<file path="src/rtl/gpio_port_pkg.sv">
package gpio_port_pkg;

  // Pin mode code formed as {direction bit, value bit}
  typedef enum logic [1:0] {
    MODE_FLOAT  = 2'b00,
    MODE_PULLUP = 2'b01,
    MODE_DRIVE0 = 2'b10,
    MODE_DRIVE1 = 2'b11
  } pin_mode_e;

  typedef enum logic [1:0] {
    SEL_VALUE = 2'd0,
    SEL_DIR   = 2'd1,
    SEL_PIN   = 2'd2,
    SEL_NONE  = 2'd3
  } reg_sel_e;

  function automatic pin_mode_e pin_mode(input logic dir_bit, input logic val_bit);
    return pin_mode_e'({dir_bit, val_bit});
  endfunction

  function automatic logic mode_drives(input pin_mode_e m);
    return (m == MODE_DRIVE0) || (m == MODE_DRIVE1);
  endfunction

  function automatic logic mode_pulls(input pin_mode_e m);
    return m == MODE_PULLUP;
  endfunction

endpackage

</file>
<file path="src/rtl/gpio_port_decode.sv">
module gpio_port_decode #(
  parameter int unsigned ADDR_W    = 8,
  parameter int unsigned BASE_ADDR = 'hD4
) (
  input  logic [ADDR_W-1:0]         addr,
  output gpio_port_pkg::reg_sel_e   sel
);
  import gpio_port_pkg::*;

  localparam logic [ADDR_W-1:0] A_VALUE = ADDR_W'(BASE_ADDR);
  localparam logic [ADDR_W-1:0] A_DIR   = ADDR_W'(BASE_ADDR + 1);
  localparam logic [ADDR_W-1:0] A_PIN   = ADDR_W'(BASE_ADDR + 2);

  always_comb begin
    if (addr == A_VALUE)    sel = SEL_VALUE;
    else if (addr == A_DIR) sel = SEL_DIR;
    else if (addr == A_PIN) sel = SEL_PIN;
    else                    sel = SEL_NONE;
  end

endmodule

</file>
<file path="src/rtl/gpio_port_regs.sv">
module gpio_port_regs #(
  parameter int unsigned WIDTH         = 8,
  parameter logic [WIDTH-1:0] IN_ONLY  = 8'hC0,
  parameter bit          HALT_EN       = 1'b1,
  parameter int unsigned HALT_BIT      = 7
) (
  input  logic             clk,
  input  logic             rst_n,
  input  logic             wr_value,
  input  logic             wr_dir,
  input  logic [WIDTH-1:0] wdata,
  output logic [WIDTH-1:0] value_q,
  output logic [WIDTH-1:0] dir_q,
  output logic             halt_req
);

  localparam logic [WIDTH-1:0] HALT_MASK =
    HALT_EN ? (WIDTH'(1) << HALT_BIT) : '0;

  logic [WIDTH-1:0] value_next;
  logic [WIDTH-1:0] dir_next;

  always_comb begin
    value_next = wdata & ~HALT_MASK;   // halt bit never retained
    dir_next   = wdata & ~IN_ONLY;     // input-only pins cannot turn on
  end

  always_ff @(posedge clk or negedge rst_n) begin
    if (!rst_n) begin
      value_q <= '0;
      dir_q   <= '0;
    end else begin
      if (wr_value) value_q <= value_next;
      if (wr_dir)   dir_q   <= dir_next;
    end
  end

  generate
    if (HALT_EN) begin : g_halt
      always_ff @(posedge clk or negedge rst_n) begin
        if (!rst_n) halt_req <= 1'b0;
        else        halt_req <= wr_value && wdata[HALT_BIT];
      end
    end else begin : g_nohalt
      assign halt_req = 1'b0;
    end
  endgenerate

endmodule

</file>
<file path="src/rtl/gpio_port_sync.sv">
module gpio_port_sync #(
  parameter int unsigned WIDTH  = 8,
  parameter int unsigned STAGES = 2
) (
  input  logic             clk,
  input  logic             rst_n,
  input  logic [WIDTH-1:0] async_in,
  output logic [WIDTH-1:0] sync_out
);

  logic [WIDTH-1:0] stg [STAGES];

  generate
    for (genvar s = 0; s < STAGES; s++) begin : g_stage
      if (s == 0) begin : g_first
        always_ff @(posedge clk or negedge rst_n) begin
          if (!rst_n) stg[s] <= '0;
          else        stg[s] <= async_in;
        end
      end else begin : g_next
        always_ff @(posedge clk or negedge rst_n) begin
          if (!rst_n) stg[s] <= '0;
          else        stg[s] <= stg[s-1];
        end
      end
    end
  endgenerate

  assign sync_out = stg[STAGES-1];

endmodule

</file>
<file path="src/rtl/gpio_port_padctl.sv">
module gpio_port_padctl #(
  parameter int unsigned WIDTH = 8
) (
  input  logic [WIDTH-1:0] value_q,
  input  logic [WIDTH-1:0] dir_q,
  output logic [WIDTH-1:0] pad_oe,
  output logic [WIDTH-1:0] pad_out,
  output logic [WIDTH-1:0] pad_pullup
);
  import gpio_port_pkg::*;

  generate
    for (genvar i = 0; i < WIDTH; i++) begin : g_pin
      pin_mode_e mode;
      assign mode          = pin_mode(dir_q[i], value_q[i]);
      assign pad_oe[i]     = mode_drives(mode);
      assign pad_out[i]    = (mode == MODE_DRIVE1);
      assign pad_pullup[i] = mode_pulls(mode);
    end
  endgenerate

endmodule

</file>
<file path="src/rtl/gpio_port.sv">
module gpio_port #(
  parameter int unsigned WIDTH        = 8,
  parameter int unsigned ADDR_W       = 8,
  parameter int unsigned BASE_ADDR    = 'hD4,
  parameter logic [WIDTH-1:0] IN_ONLY = 8'hC0,
  parameter bit          HALT_EN      = 1'b1,
  parameter int unsigned HALT_BIT     = 7,
  parameter int unsigned SYNC_STAGES  = 2
) (
  input  logic              clk,
  input  logic              rst_n,
  input  logic              bus_sel,
  input  logic              bus_wr,
  input  logic [ADDR_W-1:0] bus_addr,
  input  logic [WIDTH-1:0]  bus_wdata,
  output logic [WIDTH-1:0]  bus_rdata,
  input  logic [WIDTH-1:0]  pad_in,
  output logic [WIDTH-1:0]  pad_oe,
  output logic [WIDTH-1:0]  pad_out,
  output logic [WIDTH-1:0]  pad_pullup,
  output logic              halt_req
);
  import gpio_port_pkg::*;

  reg_sel_e         sel;
  logic             wr_value_evt;
  logic             wr_dir_evt;
  logic [WIDTH-1:0] value_q;
  logic [WIDTH-1:0] dir_q;
  logic [WIDTH-1:0] pin_sync;

  gpio_port_decode #(.ADDR_W(ADDR_W), .BASE_ADDR(BASE_ADDR)) u_dec (
    .addr (bus_addr),
    .sel  (sel)
  );

  assign wr_value_evt = bus_sel && bus_wr && (sel == SEL_VALUE);
  assign wr_dir_evt   = bus_sel && bus_wr && (sel == SEL_DIR);

  gpio_port_regs #(
    .WIDTH(WIDTH), .IN_ONLY(IN_ONLY), .HALT_EN(HALT_EN), .HALT_BIT(HALT_BIT)
  ) u_regs (
    .clk      (clk),
    .rst_n    (rst_n),
    .wr_value (wr_value_evt),
    .wr_dir   (wr_dir_evt),
    .wdata    (bus_wdata),
    .value_q  (value_q),
    .dir_q    (dir_q),
    .halt_req (halt_req)
  );

  gpio_port_sync #(.WIDTH(WIDTH), .STAGES(SYNC_STAGES)) u_sync (
    .clk      (clk),
    .rst_n    (rst_n),
    .async_in (pad_in),
    .sync_out (pin_sync)
  );

  gpio_port_padctl #(.WIDTH(WIDTH)) u_pad (
    .value_q    (value_q),
    .dir_q      (dir_q),
    .pad_oe     (pad_oe),
    .pad_out    (pad_out),
    .pad_pullup (pad_pullup)
  );

  always_comb begin
    bus_rdata = '0;
    if (bus_sel) begin
      unique case (sel)
        SEL_VALUE: bus_rdata = value_q;
        SEL_DIR:   bus_rdata = dir_q;
        SEL_PIN:   bus_rdata = pin_sync;
        default:   bus_rdata = '0;
      endcase
    end
  end

endmodule

</file>
<file path="config.mk">
export PLATFORM = sky130hd
export DESIGN_NAME = gpio_port
export DESIGN_NICKNAME = d
export VERILOG_FILES = /design/src/rtl/gpio_port_pkg.sv /design/src/rtl/gpio_port_decode.sv /design/src/rtl/gpio_port_regs.sv /design/src/rtl/gpio_port_sync.sv /design/src/rtl/gpio_port_padctl.sv /design/src/rtl/gpio_port.sv
export SDC_FILE = /design/constraint.sdc
export NUM_CORES = 1
export LEC_CHECK = 0
export BUFFER_PORTS_ARGS = -buffer_cell sky130_fd_sc_hd__clkbuf_2
export CAP_MARGIN = 10
export CORE_MARGIN = 2
export CORE_UTILIZATION = 46
export DETAILED_ROUTE_END_ITERATION = 10
export HOLD_SLACK_MARGIN = 0.15
export PLACE_DENSITY = 0.88
export SYNTH_ARGS = -nofsm -noshare
export SYNTH_HDL_FRONTEND = slang
export SYNTH_SLANG_ARGS = --single-unit
</file>
<file path="constraint.sdc">
create_clock -name clk -period 1.4 [get_ports clk]
set_input_delay 0.28 -clock clk [delete_from_list [all_inputs] [get_ports clk]]
set_output_delay 0.28 -clock clk [all_outputs]
set_load 0.02 [all_outputs]
</file>
After elaboration in Yosys (flattened, before gate mapping). Index checks and enable logic that the tools add are counted.

Bits in registers: 30. Bits of input ports: 28. Output and inout bits: 33. Logic and storage cells: 44.

Equal/unequal tests: 23. Muxes and demuxes: 5. Reduce and logical (&&, ||, !) cells: 11.

Operator list (count): $eq A2 B2 Y1 const B (13); $eq A8 B8 Y1 const B (3); $pmux W8 S3 (1); $eq A2 B1 Y1 const B (7); $mux W8 (1); $logic_or A1 B1 Y1 (6); $logic_and A1 B1 Y1 (4); $mux W2 (2); $logic_not A2 Y1 (1); $mux W1 (1).

Logic depth before layout (Yosys ltp).
Depth in word-level cells: 7. Depth in mapped cells: 5.

Modules after synthesis. From an unflattened synthesis, not the netlist that was laid out.

Cells, all modules: 124. Area total of the unflattened synthesis: 1503.9 sq um.

By module, submodules not included: gpio_port_regs (instances 1, cells an instance 34, area an instance 601.8 sq um, seq. area each 350.3 sq um); gpio_port_sync (instances 1, cells an instance 24, area an instance 460.4 sq um, seq. area each 400.4 sq um); gpio_port (instances 1, cells an instance 39, area an instance 281.5 sq um, seq. area each 0.0 sq um); gpio_port_padctl (instances 1, cells an instance 24, area an instance 130.1 sq um, seq. area each 0.0 sq um); gpio_port_decode (instances 1, cells an instance 3, area an instance 30.0 sq um, seq. area each 0.0 sq um).

Worst setup path before layout. Ideal clock, no wire load.

Kind: input to register. Start point: in bus_addr[1]. End point: reg u_regs.dir_q[0]. Library setup time: 125 ps. Data arrival time: 1286 ps. Slack: -11 ps. Stages: 5. Buffers on the path: 2. Cells stage by stage: buf_6 > and3b_1 > and4_4 > buf_6 > mux2_4.

Word-level cells in the longest chain between the ends: 6.

Ends and longest elaborated chain: start: declaration (line gpio_port.sv:14) `input logic [ADDR_W-1:0] bus_addr,`; $eq A8 B8 Y1 (line gpio_port_decode.sv:17) `else if (addr == A_PIN) sel = SEL_PIN;`; $mux W1 (line gpio_port_decode.sv:17); $mux W2 (line gpio_port_decode.sv:16) `else if (addr == A_DIR) sel = SEL_DIR;`; $mux W2 * (line gpio_port_decode.sv:15) `if (addr == A_VALUE) sel = SEL_VALUE;`; $eq A2 B1 Y1 * (line gpio_port.sv:38) `assign wr_dir_evt = bus_sel && bus_wr && (sel == SEL_DIR);`; $logic_and A1 B1 Y1 * (line gpio_port.sv:38); end signal: assignment (line gpio_port_regs.sv:34) `if (wr_dir) dir_q <= dir_next;`; end: declaration (line gpio_port_regs.sv:13) `output logic [WIDTH-1:0] dir_q,`.

Mark *: on every way between the ends. The rest lies on a longest branch, timed or not. A chain may end at the register's enable or synchronous reset.

Worst setup path in the final report.
Start point: reg u_regs.value_q[6]. End point: out bus_rdata[6].

Word-level cells in the longest chain between the ends: 2.

Ends and longest elaborated chain: start: declaration (line gpio_port_regs.sv:12) `output logic [WIDTH-1:0] value_q,`; start signal: assignment (line gpio_port_regs.sv:33) `if (wr_value) value_q <= value_next;`; $pmux W8 S3 (line gpio_port.sv:71) `unique case (sel)`; $mux W8 (line gpio_port.sv:70) `if (bus_sel) begin`; end: declaration (line gpio_port.sv:16) `output logic [WIDTH-1:0] bus_rdata,`.

No other way between the ends.

==> results by group <==
Synth
  – Register area share after synthesis: 0.5587
  – Cells after Synth: 107
  – Avg Inst Size Synth: 12.56 um^2
  – Yosys reg bits: 30
  – Synth warn: 0
  – Synth Cell Area: 1344 um^2
  – Distinct cells, synth: 22

Final layout
  – Sequential cell area: around 750 um^2
  – Area growth, synth to finish: 55.31%
  – Antenna cell count: 0
  – Fillers: 170
  – Layout cells sized above 1: 0.6452
  – Final nets: between 200 and 250
  – Final instance area: between 2000 and 2500 um^2
  – Multi-input logic area: between 600 and 700 um^2

Worst setup path
  – Max stage delay cell, worst path: dfrtp_1
  – R2R Setup Slk: about 0.38 ns
  – Critical path class: flop to output pin
  – Worst Setup Start Kind: flop
  – FF-to-FF path depth: 3
  – CP endpoint kind: output pin
  – Reg2reg start: u_regs.value_q[0]$_DFFE_PN0P_
  – CP max FO: 2
  – Worst EP required: 1.12 ns
  – Reg-to-reg endpoint: u_regs.value_q[0]$_DFFE_PN0P_
  – CP cell instances: mux2_2 > and3_4 > buf_8
  – Delay of the slowest critical-path stage: approximately 0.39 ns
  – Worst EP arrival: roughly 1.3 ns

Power
  – Power Density: about 780 nW/um^2
  – Sequential power share: 0.565
  – Sw Pwr: roughly 0.39 mW
  – Combinational fraction of design power: 0.134
  – Clock power share: 0.302
  – Switching Share: 0.2404
  – Lkg Pwr: around 1.1 nW
  – VDD IR max: between 0.0007 and 0.0008 V
  – Int Pwr: about 1.2 mW

Global route
  – Total gr overflow: 0
  – Number of global-route vias before repair: ~1,100
  – Initial antenna violation count: 0
  – First-pass GRT wire length: roughly 5300 um
  – Tot GR Track Use: 0.2185
  – Largest net degree at the start of global routing: 31
  – Met1 Use GR: 0.2493
  – Met3 Usage GRT: 0.05134
  – Most used routing layer: met2
  – Met2 Use GR: 0.3799

Timing
  – Setup WS post-layout: -0.1626 ns
  – RSZ-0062 raised after global routing: yes
  – Max-slew violations: 0
  – Final Setup Violations: 15
  – Final Hold Vio Count: 0
  – Final period demand of the worst path: approximately 1.6 ns
  – Final cycle utilization of the critical path: 1.116
  – Setup Skew: roughly 0.0038 ns
  – TNS Setup: -1.481 ns
  – Maximum clock rate: about 640 MHz

Clock network
  – CTS Sinks: 30
  – CTS Buffer Depth: 2
  – Clock-pin slew of the registers on the worst-case setup and hold paths: approximately 0.07 ns
  – # H-tree levels: 2
  – TritonCTS buffer count: 5
  – CTS root buffer: clkbuf_4
  – Skew-Pair Late Insertion Delay: around 0.32 ns
  – CTS tree: yes

Die
  – Core Footprint: between 2000 and 3000 um^2
  – Initial Util: 0.4873
  – Die Ht: 58.05 um
  – Chip Width: between 50 and 60 um
  – # IOs: 61
  – Row cnt: 19
  – Die ar.: ~3400 um^2

Placed design
  – Placer Congestion: between 0.7 and 0.8
  – Post-Place Cell Area: 1658 um^2
  – Number of port buffers: 55
  – Dpl hpwl: between 2000 and 2500 um

Drt
  – Drt initial violations: 21
  – WL/cell: between 15 and 20 um
  – First-pass DRT Iterations: 4
  – Vias: roughly 1,100
  – DRT Wirelength: roughly 3600 um
  – DRC errors left: 0
  – Final ANT Viol Nets: 0
  – Via/cell ratio: approximately 5.2

Min path
  – Worst min path class: input port to flop
  – Worst hold path startpoint: bus_wdata[6]
  – Hold path endpoint: u_regs.value_q[6]$_DFFE_PN0P_
  – Hold depth: 2

Status
  – Status: finished with violations
  – Failing checks: setup timing

Run
  – Max-Cap Viols: 0
area by class of cell:
class | count | share of cell area
multi-input combinational | 67 | 0.2956
sequential | 30 | 0.3597
timing repair buffer | 83 | 0.3016
tap | 31 | 0.01859
clock buffer | 6 | 0.02458
cell usage after synthesis:
master | n | area, um^2
clkbuf_1 | 6 | 22.52
mux2_4 | 6 | 90.09
and3_1 | 2 | 12.51
mux2i_1 | 6 | 60.06
buf_4 | 6 | 45.04
and2_1 | 6 | 37.54
and4b_1 | 1 | 10.01
buf_6 | 2 | 22.52
nor2b_1 | 8 | 50.05
or2_2 | 6 | 37.54
nor2_1 | 1 | 3.750
and3b_1 | 1 | 8.760
and3_2 | 1 | 7.510
nand3_1 | 1 | 5.000
and4_4 | 1 | 11.26
a21oi_1 | 6 | 30.03
and4_2 | 1 | 10.01
mux2_2 | 8 | 90.09
conb_1 | 1 | 3.750
nand4_2 | 1 | 12.51
nand2_1 | 6 | 22.52
dfrtp_1 | 30 | 750.7
power by group through the flow:
| stage | registers [mW] | clock network (mW) | logic, mW |
|---|---|---|---|
| after floorplan | 0.927 | 0 | 0.0886 |
| after global placement | 0.931 | 0 | 0.157 |
| after detailed placement | 0.934 | 0 | 0.165 |
| after CTS | 0.914 | 0.503 | 0.204 |
| after global routing | 0.919 | 0.536 | 0.232 |
| final | 0.916 | 0.489 | 0.217 |
timing repair:
action                     in CTS  in global routing
hold endpoints to repair       38                  0
buffers inserted                7                  4
gates resized for setup        32                 39
pin swaps                       7                  7
hold buffers                    9                  0
setup endpoints to repair       8                 20
layout by cell type (no fill, tap or decap), drive strengths merged, types with 6 or more instances in the layout:
master	count
clkbuf	46
buf	34
dfrtp	30
mux2	14
dlygate4sd3	9
nor2b	8
mux2i	6
or2	6
nand2	6
a21oi	6
and2	6
cells by family (layout without fill, tap and decap cells):
family / after synthesis / count (layout) / synth area share
simple gates: 36 / 36 / 0.1704
flops: 30 / 30 / 0.5587
mux: 20 / 20 / 0.1788
buf+inv: 14 / 89 / 0.06703
compound gates: 6 / 6 / 0.02235
other cells: 1 / 5 / 0.002791
layer usage:
layer / wire (um) / up-vias
met5: 0 / -
met4: 120 / 0
met3: 212 / 13
met2: 1928 / 62
met1: 1384 / 546
li1: - / 501
critical path, delay by kind of cell (launching register included):
kind	cells	cell delay (ns)
mux	1	0.27
buf+inv	1	0.12
simple gates	1	0.19
flops	1	0.39
sequential cells by signal, summed over array words and instances, names as in the netlist:
register,flops
u_regs.dir_q,6
u_regs.halt_req,1
u_regs.value_q,7
u_sync.stg,8
u_sync.sync_out,8
metrics by stage:
step | power [mW] | setup WS [ns] | util | hold slack, ns | cells
after CTS | 1.621 | -0.1869 | 0.7173 | 0.1786 | 215
after global placement | 1.088 | -0.1461 | 0.6012 | 0.2966 | 193
after detailed placement | 1.099 | -0.2072 | 0.6012 | 0.3123 | 193
after global routing | 1.686 | -0.2143 | 0.7568 | 0.1991 | 217
after floorplan | 1.016 | -0.003243 | - | -0.01559 | 111
final | 1.621 | -0.1626 | 0.7568 | 0.1903 | 217
how the worst max path moves through the flow:
stage          slack (ns)                     endpoint                           from  cells past startpoint
2_1_floorplan      -0.003                 bus_rdata[0]                    bus_addr[1]                      4
3_3_place_gp        -0.15                 bus_rdata[1]                    bus_addr[1]                      5
3_5_place_dp        -0.21  u_regs.dir_q[0]$_DFFE_PN0P_                    bus_addr[1]                      4
4_1_cts             -0.19                 bus_rdata[4]  u_regs.value_q[4]$_DFFE_PN0P_                      4
5_1_grt             -0.21                 bus_rdata[5]  u_regs.value_q[5]$_DFFE_PN0P_                      4
6_report            -0.16                 bus_rdata[6]  u_regs.value_q[6]$_DFFE_PN0P_                      3
Power figures use the tool's default switching activity.
